===== src/rtl/vic_pkg.sv =====
package vic_pkg;
    localparam int TRAP_SLOTS  = 8;
    localparam int TABLE_SLOTS = 126;
    localparam int VEC_W       = 7;
    localparam int LVL_W       = 3;
    localparam int CPL_W       = 4;
    localparam int ADDR_W      = 24;
    localparam logic [CPL_W-1:0]  TRAP_CPL = 4'd8;
    localparam logic [ADDR_W-1:0] PRI_BASE = 24'h000004;
    localparam logic [ADDR_W-1:0] ALT_BASE = PRI_BASE + ADDR_W'(2 * TABLE_SLOTS);

    typedef enum logic [1:0] {
        ST_IDLE   = 2'd0,
        ST_REQ    = 2'd1,
        ST_RETIRE = 2'd2
    } vic_state_t;
endpackage


===== src/rtl/vic_src_bank.sv =====
module vic_src_bank
    import vic_pkg::*;
#(
    parameter int N_SRC  = 53,
    parameter int N_TRAP = 5,
    parameter int IDX_W  = 6
) (
    input  logic                          clk,
    input  logic                          rst_n,
    input  logic [N_SRC-1:0]              src_irq,
    input  logic [N_TRAP-1:0]             trap_irq,
    input  logic                          cfg_we,
    input  logic [IDX_W-1:0]              cfg_idx,
    input  logic                          cfg_en,
    input  logic [LVL_W-1:0]              cfg_lvl,
    input  logic [N_SRC-1:0]              clr_src,
    input  logic [N_TRAP-1:0]             clr_trap,
    output logic [N_SRC-1:0]              en,
    output logic [N_SRC-1:0][LVL_W-1:0]   lvl,
    output logic [N_SRC-1:0]              pend,
    output logic [N_TRAP-1:0]             tpend
);
    for (genvar i = 0; i < N_SRC; i++) begin : g_src
        always_ff @(posedge clk or negedge rst_n) begin
            if (!rst_n) begin
                en[i]   <= 1'b0;
                lvl[i]  <= '0;
                pend[i] <= 1'b0;
            end else begin
                if (cfg_we && cfg_idx == IDX_W'(i)) begin
                    en[i]  <= cfg_en;
                    lvl[i] <= cfg_lvl;
                end
                pend[i] <= (pend[i] & ~clr_src[i]) | src_irq[i];
            end
        end
    end

    for (genvar t = 0; t < N_TRAP; t++) begin : g_trap
        always_ff @(posedge clk or negedge rst_n) begin
            if (!rst_n) tpend[t] <= 1'b0;
            else        tpend[t] <= (tpend[t] & ~clr_trap[t]) | trap_irq[t];
        end
    end
endmodule


===== src/rtl/vic_arbiter.sv =====
module vic_arbiter
    import vic_pkg::*;
#(
    parameter int N_SRC  = 53,
    parameter int N_TRAP = 5
) (
    input  logic [N_SRC-1:0]              en,
    input  logic [N_SRC-1:0][LVL_W-1:0]   lvl,
    input  logic [N_SRC-1:0]              pend,
    input  logic [N_TRAP-1:0]             tpend,
    input  logic [CPL_W-1:0]              cpu_lvl,
    output logic                          win_valid,
    output logic [VEC_W-1:0]              win_vec,
    output logic [CPL_W-1:0]              win_lvl
);
    logic             t_found, m_found;
    logic [VEC_W-1:0] t_idx, m_idx;
    logic [LVL_W-1:0] m_lvl;

    always_comb begin
        t_found = 1'b0;
        t_idx   = '0;
        for (int t = N_TRAP - 1; t >= 0; t--) begin
            if (tpend[t]) begin
                t_found = 1'b1;
                t_idx   = VEC_W'(t);
            end
        end
        m_found = 1'b0;
        m_lvl   = '0;
        m_idx   = '0;
        // descending scan with >= leaves the lowest index on a tie
        for (int i = N_SRC - 1; i >= 0; i--) begin
            if (en[i] && pend[i] && ({1'b0, lvl[i]} > cpu_lvl)
                && (!m_found || lvl[i] >= m_lvl)) begin
                m_found = 1'b1;
                m_lvl   = lvl[i];
                m_idx   = VEC_W'(i + TRAP_SLOTS);
            end
        end
        win_valid = t_found | m_found;
        win_vec   = t_found ? t_idx : m_idx;
        win_lvl   = t_found ? TRAP_CPL : {1'b0, m_lvl};
    end
endmodule


===== src/rtl/vic_vec_addr.sv =====
module vic_vec_addr
    import vic_pkg::*;
(
    input  logic              alt_sel,
    input  logic [VEC_W-1:0]  vec,
    output logic [ADDR_W-1:0] addr
);
    logic [ADDR_W-1:0] base;

    always_comb begin
        base = alt_sel ? ALT_BASE : PRI_BASE;
        addr = base + ADDR_W'({vec, 1'b0});
    end
endmodule


===== src/rtl/vec_irq_ctrl.sv =====
module vec_irq_ctrl
    import vic_pkg::*;
#(
    parameter int N_SRC  = 53,
    parameter int N_TRAP = 5,
    localparam int IDX_W = $clog2(N_SRC)
) (
    input  logic                 clk,
    input  logic                 rst_n,
    input  logic [N_SRC-1:0]     src_irq,
    input  logic [N_TRAP-1:0]    trap_irq,
    input  logic                 cfg_we,
    input  logic [IDX_W-1:0]     cfg_idx,
    input  logic                 cfg_en,
    input  logic [LVL_W-1:0]     cfg_lvl,
    input  logic                 alt_we,
    input  logic                 alt_val,
    input  logic                 cpl_we,
    input  logic [CPL_W-1:0]     cpl_val,
    input  logic                 ack,
    output logic                 irq,
    output logic [VEC_W-1:0]     irq_vec,
    output logic [CPL_W-1:0]     irq_lvl,
    output logic [ADDR_W-1:0]    irq_addr,
    output logic [CPL_W-1:0]     cpu_lvl
);
    vic_state_t state, state_nx;

    logic [N_SRC-1:0]            en, pend, clr_src;
    logic [N_SRC-1:0][LVL_W-1:0] lvl;
    logic [N_TRAP-1:0]           tpend, clr_trap;
    logic                        win_valid;
    logic [VEC_W-1:0]            win_vec, vec_q;
    logic [CPL_W-1:0]            win_lvl, lvl_q, cpu_q;
    logic                        alt_q;
    logic                        take;

    assign take = (state == ST_REQ) && ack;

    vic_src_bank #(.N_SRC(N_SRC), .N_TRAP(N_TRAP), .IDX_W(IDX_W)) u_bank (
        .clk(clk), .rst_n(rst_n), .src_irq(src_irq), .trap_irq(trap_irq),
        .cfg_we(cfg_we), .cfg_idx(cfg_idx), .cfg_en(cfg_en), .cfg_lvl(cfg_lvl),
        .clr_src(clr_src), .clr_trap(clr_trap),
        .en(en), .lvl(lvl), .pend(pend), .tpend(tpend)
    );

    vic_arbiter #(.N_SRC(N_SRC), .N_TRAP(N_TRAP)) u_arb (
        .en(en), .lvl(lvl), .pend(pend), .tpend(tpend), .cpu_lvl(cpu_q),
        .win_valid(win_valid), .win_vec(win_vec), .win_lvl(win_lvl)
    );

    vic_vec_addr u_addr (.alt_sel(alt_q), .vec(vec_q), .addr(irq_addr));

    // state register
    always_ff @(posedge clk or negedge rst_n) begin
        if (!rst_n) state <= ST_IDLE;
        else        state <= state_nx;
    end

    always_comb begin
        state_nx = state;
        unique case (state)
            ST_IDLE:   state_nx = win_valid ? ST_REQ : ST_IDLE;
            ST_REQ:    state_nx = ack ? ST_RETIRE : (win_valid ? ST_REQ : ST_IDLE);
            ST_RETIRE: state_nx = ST_IDLE;
            default:   state_nx = ST_IDLE;
        endcase
    end

    // pending clear for the presented vector on acknowledge
    always_comb begin
        clr_src  = '0;
        clr_trap = '0;
        if (take) begin
            for (int t = 0; t < N_TRAP; t++)
                if (vec_q == VEC_W'(t)) clr_trap[t] = 1'b1;
            for (int i = 0; i < N_SRC; i++)
                if (vec_q == VEC_W'(i + TRAP_SLOTS)) clr_src[i] = 1'b1;
        end
    end

    // output / data registers
    always_ff @(posedge clk or negedge rst_n) begin
        if (!rst_n) begin
            vec_q <= '0;
            lvl_q <= '0;
            cpu_q <= '0;
            alt_q <= 1'b0;
        end else begin
            if (take)        cpu_q <= lvl_q;
            else if (cpl_we) cpu_q <= cpl_val;
            if (alt_we)      alt_q <= alt_val;
            if (state != ST_RETIRE && !take && win_valid) begin
                vec_q <= win_vec;
                lvl_q <= win_lvl;
            end
        end
    end

    assign irq     = (state == ST_REQ);
    assign irq_vec = vec_q;
    assign irq_lvl = lvl_q;
    assign cpu_lvl = cpu_q;
endmodule



===== config.mk =====
export PLATFORM = sky130hd
export DESIGN_NAME = vec_irq_ctrl
export DESIGN_NICKNAME = d
export VERILOG_FILES = /design/src/rtl/vic_pkg.sv /design/src/rtl/vic_src_bank.sv /design/src/rtl/vic_arbiter.sv /design/src/rtl/vic_vec_addr.sv /design/src/rtl/vec_irq_ctrl.sv
export SDC_FILE = /design/constraint.sdc
export NUM_CORES = 1
export LEC_CHECK = 0
export BUFFER_PORTS_ARGS = -buffer_cell sky130_fd_sc_hd__buf_2
export CAP_MARGIN = 25
export CORE_AREA = 2 2 202 354
export DETAILED_ROUTE_END_ITERATION = 8
export DIE_AREA = 0 0 204 356
export HOLD_SLACK_MARGIN = 0.05
export PLACE_DENSITY_LB_ADDON = 0.12
export SLEW_MARGIN = 15
export SYNTH_ARGS = -nofsm -noshare
export SYNTH_HDL_FRONTEND = slang
export SYNTH_SLANG_ARGS = --single-unit

===== constraint.sdc =====
create_clock -name clk -period 114.4 [get_ports clk]
set_input_delay 22.88 -clock clk [delete_from_list [all_inputs] [get_ports clk]]
set_output_delay 22.88 -clock clk [all_outputs]
set_load 0.05 [all_outputs]

# After elaboration in Yosys (flattened, before gate mapping)
# Index checks and enable logic that the tools add are counted.
# classes
n_reduce_logical	323
mul	0
addsub	1
shifts	0
n_mux	237
div	0
n_eq_ne	111
n_bitwise	175
order_cmp	105
# ops
cell	n
$mux W6	54
$logic_and A1 B1 Y1	214
$gt A3 B4 Y1	53
$eq A7 B6 Y1 const B	29
$mux W3	58
$ge A3 B3 Y1	52
$eq A6 B6 Y1 const B	21
$mux W1	117
$eq A7 B5 Y1 const B	16
$eq A6 B5 Y1 const B	16
$or A1 B1 Y1	59
$and A1 B1 Y1	58
$not A1 Y1	58
$eq A7 B4 Y1 const B	8
$logic_not A1 Y1	53
$mux W53	1
$logic_or A1 B1 Y1	52
$eq A6 B4 Y1 const B	8
$add A24 B8 Y24	1
$eq A6 B3 Y1 const B	4
$eq A7 B2 Y1 const B	2
$eq A6 B2 Y1 const B	2
$mux W4	3
$mux W9	1
12 further kinds	12
# word_totals
reg_bits	288
mem_bits_ro	0
latch_bits	0
in_bits	79
n_memories	0
ramBits	0
output_inout_bits	40
word_cells	1121

# Depth between registers and ports, before layout
# Gate-level depths: netlist of the first run.
# depth
depth_word	215
depth_mapped	392
depth_no_buf	380

# Cells and area by module
# Synthesis of the first run repeated with hierarchy kept, for this count alone.
# hier_totals
hier_cells	2690
hier_area_um2	24497.2
# by_module_without_submodules
module	cells_each	area_each_um2	seq_area_each_um2	n_inst
vic_arbiter	1814	12734.7	0.0	1
vic_src_bank	701	10396.2	6756.5	1
vec_irq_ctrl	143	1126.1	450.4	1
vic_vec_addr	32	240.2	0.0	1

# Worst setup path after synthesis of the first run
# Ideal clock, no wire load.
# synth_timing
path_kind	reg-to-reg
start	register cpu_q[2], in the netlist cpu_lvl[2]
end	register vec_q[5], in the netlist irq_vec[5]
required_time_ps	114332
slack_ps	43023
stages_incl_launch_ff	367
path_buffers	12
setup_time_ps	68
t_arrival_ps	71310
period_less_slack_ps	71377
path_cell_list	dfrtp_1 -> inv_1 -> ha_1 -> nand3_1 -> nand4b_1 -> nor2_1 -> nand2_1 -> ha_1 -> a21o_1 -> a21oi_1 -> a21o_4 -> mux2i_1 -> inv_1 -> ha_1 -> nand2b_1 -> a21o_1 -> a21oi_1 -> a21o_1 -> [331 not listed] -> a21oi_2 -> ha_1 -> nand2b_1 -> a21oi_1 -> nor2b_1 -> o31a_1 -> inv_1 -> mux2_2 -> ha_1 -> nand2b_1 -> a21o_1 -> a21o_1 -> a22o_1 -> clkbuf_1 -> nor2_1 -> nand3_1 -> nor4_2 -> a22o_1
# synth_via
elab_chain_cells	213
word_cells_on_any_way	475
classes_between	order compare: 105; mux: 159; bitwise: 1; reduce/logical: 210
# synth_lines
item	line_no	source
start: declaration	vec_irq_ctrl.sv:34	logic [CPL_W-1:0] win_lvl, lvl_q, cpu_q;
start signal: assignment	vec_irq_ctrl.sv:90	if (take) cpu_q <= lvl_q;
start signal: assignment	vec_irq_ctrl.sv:91	else if (cpl_we) cpu_q <= cpl_val;
$gt A3 B4 Y1	vic_arbiter.sv:34	if (en[i] && pend[i] && ({1'b0, lvl[i]} > cpu_lvl)
$logic_and A1 B1 Y1	vic_arbiter.sv:34	
$mux W3 / $mux W1 (equally long branches)	vic_arbiter.sv:34	
$ge A3 B3 Y1 / $logic_not A1 Y1 (equally long branches)	vic_arbiter.sv:35	&& (!m_found || lvl[i] >= m_lvl)) begin
$logic_or A1 B1 Y1	vic_arbiter.sv:35	
$logic_and A1 B1 Y1	vic_arbiter.sv:35	
$mux W3 / $mux W1 (equally long branches)	vic_arbiter.sv:34	
$ge A3 B3 Y1 / $logic_not A1 Y1 (equally long branches)	vic_arbiter.sv:35	
[197 not listed]	n/a	
$logic_and A1 B1 Y1	vic_arbiter.sv:35	
$mux W3 / $mux W1 (equally long branches)	vic_arbiter.sv:34	
$ge A3 B3 Y1 / $logic_not A1 Y1 (equally long branches)	vic_arbiter.sv:35	
$logic_or A1 B1 Y1	vic_arbiter.sv:35	
$logic_and A1 B1 Y1	vic_arbiter.sv:35	
$mux W1	vic_arbiter.sv:34	
$or A1 B1 Y1	vic_arbiter.sv:41	win_valid = t_found | m_found;
$logic_and A1 B1 Y1	vec_irq_ctrl.sv:93	if (state != ST_RETIRE && !take && win_valid) begin
end signal: assignment	vec_irq_ctrl.sv:94	vec_q <= win_vec;
end: declaration	vec_irq_ctrl.sv:33	logic [VEC_W-1:0] win_vec, vec_q;
# Several ways; a longest one is shown, not always the timed one.
# A chain may end at the register's enable or synchronous reset.

# Worst setup path in the final report of the first run
# layout_timing
start	register cpu_q[1], in the netlist cpu_lvl[1]
end	register vec_q[5], in the netlist irq_vec[5]
# The elaborated chain is that of the path after synthesis.

==> impl_metrics.py, run 1 <==
metrics = {
    "status": {
        "status": "complete, no violations",
    },
    "synthesis": {
        "ys_seq_elements": 287,
        "synth.area.top_cells": "dfrtp_1 (30%), ha_1 (14%), mux2_2 (9.5%), nand2_1 (4.8%), a21o_1 (3.6%)",
        "yosysWarnings": 0,
        "synth_ff_type": "dfrtp_1",
        "synth_cell_types": 117,
        "synth-seq-area-share_pct": 29.6,
        "synth.cell_area_um2": 24200,
        "async_reset_ff_share_pct": 100,
        "avgSynthCellArea_um2": 9.06,
        "netlist_instances": 2675,
        "synth.largest_area_cell": "dfrtp_1",
        "synth_top_area_share_pct": 29.6,
        "synth_edf_count": 0,
    },
    "critical_path": {
        "cp-start-kind": "register",
        "timing_worst_setup_path_type": "register to register",
        "cp-startpoint": "cpu_lvl[1]",
        "crit_arrival_ps": 82900,
        "worst_setup_path_end_kind": "register",
        "cp_common_cell": "ha_1",
        "cp_max_fo": 15,
        "cp_slowest_cell": "a221oi_1",
        "timing.rr.start": "cpu_lvl[1]",
        "critPathRequiredTime_ps": 114950,
        "max_stage_delay_ps": 750,
        "reg2reg_slack_ps": 32060,
    },
    "cts": {
        "cts_hold_buf": 0,
        "cts_sinks": 287,
        "cts-root-buf": "clkbuf_16",
        "htreeDepth": 1,
        "cts_tree": "done",
        "clk_latency_ps": 620,
        "post_cts_buffers": 0,
        "numCtsBuffers": 30,
        "clock_path_buffers": 3,
        "cts-resized-gates": 0,
        "cts.clk_slew.worst_paths_ps": 70,
    },
    "sta": {
        "hold_viol_final": 0,
        "timing.hold.ws_ps": 481,
        "maxSlewHeadroom_pct": 32.4,
        "skew_ps": 17.0,
        "fmax_mhz": 12.1,
        "worst_slew_pin_slew_ps": 1000,
        "setup_viol": 0,
        "finalMaxSlewViolations": 0,
        "post-route-period-util_pct": 72.0,
        "fin_crit_ps": 82340,
        "rsz0062_at_grt": "no",
        "setup_tns_ps": 0,
    },
    "die": {
        "coreArea_um2": 70000,
        "start_util_pct": 34.6,
        "die_x_um": 204,
        "core.rowCount": 129,
        "design.die.area_um2": 72600,
        "ios": 119,
        "die_y_um": 356,
    },
    "global_route": {
        "use_met2_pct": 49.6,
        "grt_max_degree": 157,
        "top_usage_layer": "met2",
        "grt_use_met3_pct": 2.68,
        "grt_pass1_wl_mm": 137,
        "grt_pass1_vias": 22200,
        "grt_overflow": 0,
        "grt_usage_pct": 25.3,
        "gr-usage-met1_pct": 25.7,
        "antenna_found_initial": 12,
    },
    "pwr": {
        "peakVddDrop_mv": 0.0124,
        "p_leak_uw": 0.0121,
        "power_density_nw_per_um2": 17.4,
    },
    "detailed_routing": {
        "initialDrtViolationCount": 1141,
        "routed_via_density": 5.78,
        "drt_pass1_iterations": 7,
        "detail-route-antenna-nets": 0,
        "via_count": 21500,
        "drc": 0,
        "routed_wl_mm": 93.1,
        "post_drt_wl_per_cell_um": 25.0,
    },
    "placed_design": {
        "io_buffers": 101,
        "post-dp-hpwl_mm": 73.0,
        "place.gp.congestion": 0.924,
    },
    "cells_and_area": {
        "nets": 3132,
        "final_common_cell": "nand2_1",
        "drive_above_1_share_pct": 18.1,
        "final_cell_mix": "nand2_1 (308), dfrtp_1 (285), ha_1 (274)",
        "syn2layout_area_growth_pct": 11.4,
    },
    "job": {
        "maxCapViolCount": 0,
    },
    "worst_hold_path": {
        "min_path_type": "register to register",
        "min-delay-start": "u_bank.pend[41]",
    },
}
[cell type report]
type / instances / area (um^2)
Multi-Input combinational cell: 2167 / 16100
Inverter: 160 / 601
Fill cell: 7144 / 43100
Antenna cell: 4 / 10.0
Timing Repair Buffer: 133 / 783
Tap cell: 917 / 1150
Sequential cell: 287 / 7180
Clock buffer: 40 / 880
Clock inverter: 16 / 254
[metrics by stage]
stage | instance area (um^2) | std cells | worst slack (ps) | total power (uW) | utilization, %
floorplan | 24300 | 2691 | 43020 | 284 | -
global route | 27000 | 3721 | 25610 | 504 | 38.5
CTS | 27000 | 3718 | 32480 | 472 | 38.5
finish | 27000 | 3724 | 32060 | 468 | 38.5
detailed placement | 25800 | 3662 | 32850 | 355 | 36.9
global placement | 25800 | 3661 | 34500 | 348 | 36.9
[critical path, delay by kind of cell, from the launching register on]
| kind | cells | cell delay [ps] |
|---|---|---|
| multiplexers | 10 | 3600 |
| adder cells (fa/ha/maj) | 57 | 15940 |
| AND/OR/NAND/NOR | 116 | 19520 |
| buffers and inverters | 8 | 870 |
| AO/OA/AOI/OAI | 159 | 41900 |
| flip-flops | 1 | 410 |
[worst paths after layout]
kind	endpoint	cells past startpoint
worst max register to register	irq_vec[5]	350
min in group asynchronous	u_bank.lvl[131]	1
worst max-delay path	irq_vec[5]	350
worst min register to register	u_bank.pend[41]	1
max in group asynchronous	cpu_lvl[0]	2
worst min-delay path	u_bank.pend[41]	1
[registers in the layout, summed over array words and instances (netlist names)]
register      flops
alt_q             1
cpu_lvl           4
irq_lvl           4
irq_vec           6
state             2
u_bank.en        53
u_bank.lvl      159
u_bank.pend      53
u_bank.tpend      5
[synth_stat cells (8+ instances only)]
library cell and n:
o21ai_0 126, and2_1 38, o21bai_1 8, a211o_1 13, a31o_2 15, a31oi_1 41
a311oi_1 18, o31a_1 20, nor4_1 28, a221oi_1 9, nand3b_1 17, mux2_2 204
o21ai_1 15, a211oi_1 11, nor3_1 36, o21a_1 36, nand3_1 53, dfrtp_1 287
a21o_1 115, ha_1 274, nand4_1 13, o31ai_1 32, o2111ai_1 8, nor2_1 136
nand4b_1 13, nor2b_1 41, clkbuf_1 46, and3_1 33, nand2_1 308, a22o_1 8
o211ai_1 27, a21boi_0 9, or2_2 29, inv_1 160, or3_1 11, nand2b_1 79
a21oi_1 131, buf_4 19, mux2i_1 14
[logic make-up after synthesis]
logic type,after synthesis,share of synthesized area [%]
multiplexers,218,10.1
adder cells (fa/ha/maj),279,14.4
AND/OR/NAND/NOR,871,18.0
flip-flops,287,29.6
other,1,0.0155
AO/OA/AOI/OAI,779,23.7
buffers and inverters,237,4.13
XOR/XNOR,3,0.108
[power by group]
group          switching, uW  internal (uW)
combinational            137           91.0
sequential              13.9            113
clock                   46.2           67.6
total                    197            271
[metal layers]
metal | up-vias | wire, um | share of wire, %
met2 | 534 | 50400 | 54
li1 | 10100 | - | -
met4 | 14 | 5720 | 6.1
met3 | 229 | 3180 | 3.4
met5 | - | 97 | 0.10
met1 | 10600 | 33700 | 36
Power figures use the tool's default switching activity.
==> run 2, diff against run 1 <==
==> constraint.sdc (replaced) <==
create_clock -name clk -period 86.2 [get_ports clk]
set_input_delay 17.24 -clock clk [delete_from_list [all_inputs] [get_ports clk]]
set_output_delay 17.24 -clock clk [all_outputs]
set_load 0.05 [all_outputs]
==> impl_metrics.py, run 2 (same netlist as run 1, synthesis figures left out) <==
metrics = {
    "status": {
        "status": "complete, no violations",
    },
    "detailed_routing": {
        "detail-route-antenna-nets": 0,
        "routed_wl_mm": 93.2,
        "via_count": 21900,
        "initialDrtViolationCount": 1186,
        "post_drt_wl_per_cell_um": 25.0,
        "drt_pass1_iterations": 6,
        "drc": 0,
        "routed_via_density": 5.88,
    },
    "sta": {
        "hold_viol_final": 0,
        "timing.hold.ws_ps": 479,
        "fmax_mhz": 12.5,
        "post-route-period-util_pct": 93.0,
        "fin_crit_ps": 80200,
        "skew_ps": 35.6,
        "finalMaxSlewViolations": 0,
        "setup_viol": 0,
        "maxSlewHeadroom_pct": 25.0,
        "setup_tns_ps": 0,
        "worst_slew_pin_slew_ps": 1120,
        "rsz0062_at_grt": "no",
    },
    "die": {
        "coreArea_um2": 70000,
        "ios": 119,
        "design.die.area_um2": 72600,
        "start_util_pct": 34.6,
        "die_y_um": 356,
        "core.rowCount": 129,
        "die_x_um": 204,
    },
    "worst_hold_path": {
        "min_path_type": "register to register",
    },
    "critical_path": {
        "cp_slowest_cell": "a2111oi_1",
        "critPathRequiredTime_ps": 86710,
        "worst_setup_path_end_kind": "register",
        "timing_worst_setup_path_type": "register to register",
        "cp_max_fo": 12,
        "crit_arrival_ps": 80710,
        "cp-start-kind": "register",
        "max_stage_delay_ps": 580,
        "cp_common_cell": "ha_1",
    },
    "cts": {
        "htreeDepth": 2,
        "numCtsBuffers": 34,
        "cts_tree": "done",
        "clock_path_buffers": 3,
        "cts_sinks": 287,
        "cts.clk_slew.worst_paths_ps": 60,
        "cts-root-buf": "clkbuf_16",
        "clk_latency_ps": 570,
        "cts_hold_buf": 0,
    },
    "global_route": {
        "grt_overflow": 0,
        "grt_usage_pct": 25.5,
        "grt_pass1_vias": 22600,
        "antenna_found_initial": 7,
        "grt_max_degree": 111,
        "grt_pass1_wl_mm": 139,
    },
    "cells_and_area": {
        "fillers": 7190,
        "stdcell_count": 3723,
        "final_cell_mix": "nand2_1 (308), dfrtp_1 (285), ha_1 (274)",
        "largest-register": "u_bank.lvl",
        "largest_reg_flops": 159,
        "final_common_cell": "nand2_1",
        "top_regs": "u_bank.lvl x159, u_bank.en x53, u_bank.pend x53",
        "drive_above_1_share_pct": 18.4,
        "nets": 3135,
        "stdcell_area_um2": 27100,
        "syn2layout_area_growth_pct": 11.7,
    },
    "pwr": {
        "power_density_nw_per_um2": 23.3,
        "p_leak_uw": 0.0121,
        "peakVddDrop_mv": 0.0127,
    },
    "job": {
        "maxCapViolCount": 0,
    },
    "placed_design": {
        "place_area_um2": 25800,
        "io_buffers": 101,
        "dp.cells": 3661,
        "place.gp.congestion": 0.933,
        "post-dp-hpwl_mm": 72.2,
    },
}
==> run 2: metrics by stage <==
step / util (%) / worst slack [ps] / power [uW]
2_1_floorplan: - / 14820 / 377
6_report: 38.6 / 6000 / 630
5_1_grt: 38.6 / 112 / 676
3_3_place_gp: 36.8 / 5710 / 461
4_1_cts: 38.5 / 3870 / 633
3_5_place_dp: 36.8 / 4220 / 471
==> run 2: what timing repair did <==
| action | CTS | global route |
|---|---|---|
| buffers inserted | 0 | 2 |
| resized for setup | 0 | 15 |
| setup endpoints to repair | 0 | 9 |
==> run 2: final cells by class <==
class / count / area, um^2 / share of cell area (%)
Sequential cell: 287 / 7180 / 26.6
Clock inverter: 14 / 231 / 0.856
Inverter: 160 / 601 / 2.22
Tap cell: 917 / 1150 / 4.24
Clock buffer: 45 / 942 / 3.48
Multi-Input combinational cell: 2167 / 16200 / 59.8
Antenna cell: 1 / 2.50 / 0.00925
Timing Repair Buffer: 132 / 759 / 2.81
==> run 2: routing by layer <==
metal / share of wire (%) / GRT usage [%] / vias to the layer above
met5: 0.093 / 0 / -
met2: 53 / 48.8 / 625
met3: 3.8 / 2.94 / 217
met4: 6.2 / 14.1 / 12
li1: - / - / 10100
met1: 37 / 26.6 / 10900
==> run 2: worst max-delay path, delay by kind of cell, from the launching register on <==
kind	cells	cell delay, ps
AOI/OAI and AO/OA	160	39120
and+or+nand+nor	119	19970
adders and majority gates	57	15910
muxes	10	3720
buffers and inverters	7	880
DFF	1	400
==> run 2: worst paths after layout <==
check	slack [ps]	to	cells past startpoint	startpoint
max in group asynchronous	67160	u_bank.lvl[50]	3	rst_n
setup reg to reg	6000	irq_vec[5]	353	cpu_lvl[2]
hold / removal	480	u_bank.pend[51]	1	u_bank.pend[51]
setup / recovery	6000	irq_vec[5]	353	cpu_lvl[2]
min in group asynchronous	16740	u_bank.lvl[118]	1	rst_n
hold reg to reg	480	u_bank.pend[51]	1	u_bank.pend[51]
==> run 2: power by group <==
| group | internal [uW] | switching [uW] |
|---|---|---|
| Clock | 92.7 | 65.8 |
| Combinational | 121 | 182 |
| Sequential | 149 | 18.4 |
| Total | 363 | 267 |
==> run 3, diff against run 2 <==
==> constraint.sdc (replaced) <==
create_clock -name clk -period 79.4 [get_ports clk]
set_input_delay 15.88 -clock clk [delete_from_list [all_inputs] [get_ports clk]]
set_output_delay 15.88 -clock clk [all_outputs]
set_load 0.05 [all_outputs]
==> impl_metrics.py, run 3 (same netlist as run 1, synthesis figures left out) <==
metrics = {
    "cells_and_area": {
        "top_regs": "u_bank.lvl x159, u_bank.en x53, u_bank.pend x53",
        "largest-register": "u_bank.lvl",
        "final_cell_mix": "nand2_1 (307), dfrtp_1 (285), ha_1 (274)",
        "antenna_cells": 0,
        "largest_reg_flops": 159,
        "fillers": 7076,
        "nets": 3176,
        "drive_above_1_share_pct": 21.0,
        "syn2layout_area_growth_pct": 14.0,
        "final_common_cell": "nand2_1",
    },
    "detailed_routing": {
        "detail-route-antenna-nets": 0,
        "drt_pass1_iterations": 5,
        "routed_wl_mm": 92.0,
        "initialDrtViolationCount": 1248,
        "routed_via_density": 5.81,
        "via_count": 21800,
        "drc": 0,
        "post_drt_wl_per_cell_um": 24.5,
    },
    "pwr": {
        "peakVddDrop_mv": 0.0193,
        "p_leak_uw": 0.0123,
        "power_density_nw_per_um2": 24.6,
    },
    "global_route": {
        "grt_usage_pct": 25.1,
        "grt_max_degree": 78,
        "grt_pass1_wl_mm": 137,
        "antenna_found_initial": 10,
        "grt_pass1_vias": 22400,
        "grt_overflow": 0,
    },
    "cts": {
        "cts_tree": "done",
        "htreeDepth": 1,
        "clock_path_buffers": 3,
        "cts.clk_slew.worst_paths_ps": 60,
        "cts_sinks": 287,
        "numCtsBuffers": 31,
        "cts-root-buf": "clkbuf_16",
        "clk_latency_ps": 630,
    },
    "critical_path": {
        "cp_slowest_cell": "a221oi_1",
        "crit_arrival_ps": 75160,
        "max_stage_delay_ps": 470,
        "cp-start-kind": "register",
        "worst_setup_path_end_kind": "register",
        "r2r_cells": 360,
        "timing_worst_setup_path_type": "register to register",
        "cp_max_fo": 9,
        "critPathRequiredTime_ps": 79950,
        "cp_common_cell": "ha_1",
    },
    "die": {
        "ios": 119,
        "core.rowCount": 129,
        "die_y_um": 356,
        "die_x_um": 204,
        "start_util_pct": 34.6,
        "coreArea_um2": 70000,
        "design.die.area_um2": 72600,
    },
    "sta": {
        "timing.hold.ws_ps": 481,
        "maxSlewHeadroom_pct": 28.3,
        "fin_crit_ps": 74610,
        "worst_slew_pin_slew_ps": 1070,
        "fmax_mhz": 13.4,
        "post-route-period-util_pct": 94.0,
        "setup_viol": 0,
        "setup_ws_ps": 4790,
        "hold_viol_final": 0,
        "skew_ps": 22.8,
        "finalMaxSlewViolations": 0,
    },
    "job": {
        "maxCapViolCount": 0,
    },
    "worst_hold_path": {
        "whs_path_depth": 1,
        "min_path_type": "register to register",
    },
    "placed_design": {
        "post-place-ws_ps": -162,
        "io_buffers": 101,
        "place.gp.congestion": 0.927,
        "post-dp-hpwl_mm": 71.3,
    },
    "status": {
        "status": "complete, no violations",
    },
}
==> run 3: changes by cell type in the layout (fill, tap and decap cells not counted), sizes merged <==
cell      before  now
diode          1    0
bufinv         5    4
inv          163  162
clkbuf        45   44
buf          132  173
clkinvlp       3    1
==> run 3: report_power, final <==
| group | leakage (uW) | switching (uW) | internal (uW) |
|---|---|---|---|
| Combinational | 0.00830 | 205 | 140 |
| Sequential | 0.00349 | 18.7 | 162 |
| Clock | 0.000497 | 66.6 | 87.8 |
==> run 3: cell type report <==
cell class              count  area [um^2]  area share [%]
clock inverters            10          166           0.603
multi-input cells        2167        16500            59.9
flip-flops and latches    287         7180            26.0
well taps                 917         1150            4.15
inverters                 160          601            2.17
repair buffers            176         1120            4.05
clock buffers              41          853            3.09
==> run 3: final timing paths <==
path                                 start              end  slack (ps)
hold reg to reg            u_bank.pend[20]  u_bank.pend[20]         480
setup / recovery                cpu_lvl[2]       irq_vec[1]        4790
max in group asynchronous            rst_n   u_bank.lvl[33]       62720
min in group asynchronous            rst_n  u_bank.lvl[117]       15200
setup reg to reg                cpu_lvl[2]       irq_vec[1]        4790
hold / removal             u_bank.pend[20]  u_bank.pend[20]         480
==> run 3: repair_timing <==
item,in CTS,in global routing
resized for setup,2,83
endpoints found under the setup margin,7,9
buffers inserted,0,17
hold buffers,0,0
pin swaps,0,9
hold endpoints to repair,0,0
==> run 3: metal layers <==
layer / vias to the layer above / track usage [%] / share of wire, %
li1: 10200 / - / -
met1: 10800 / 26.2 / 37
met2: 559 / 47.9 / 53
met3: 235 / 2.68 / 3.5
met4: 20 / 14.4 / 6.4
met5: - / 0 / 0.15
==> run 3: worst max-delay path: cells and delay by family, from the launching register on <==
kind / cells / cell delay (ps)
AOI/OAI and AO/OA: 157 / 34000
and+or+nand+nor: 122 / 20040
buffers and inverters: 16 / 1810
DFF: 1 / 380
adders and majority gates: 56 / 15060
muxes: 9 / 3110
==> run 3: per-stage QoR <==
stage	std cells	power (uW)	cell area, um^2	setup TNS [ps]	util, %
after floorplan	2691	410	24300	0	-
after global placement	3684	502	26000	0	37.1
after detailed placement	3684	512	26000	-162	37.1
after CTS	3735	671	27000	0	38.5
after global routing	3758	732	27600	-192	39.4
final	3758	681	27600	0	39.4
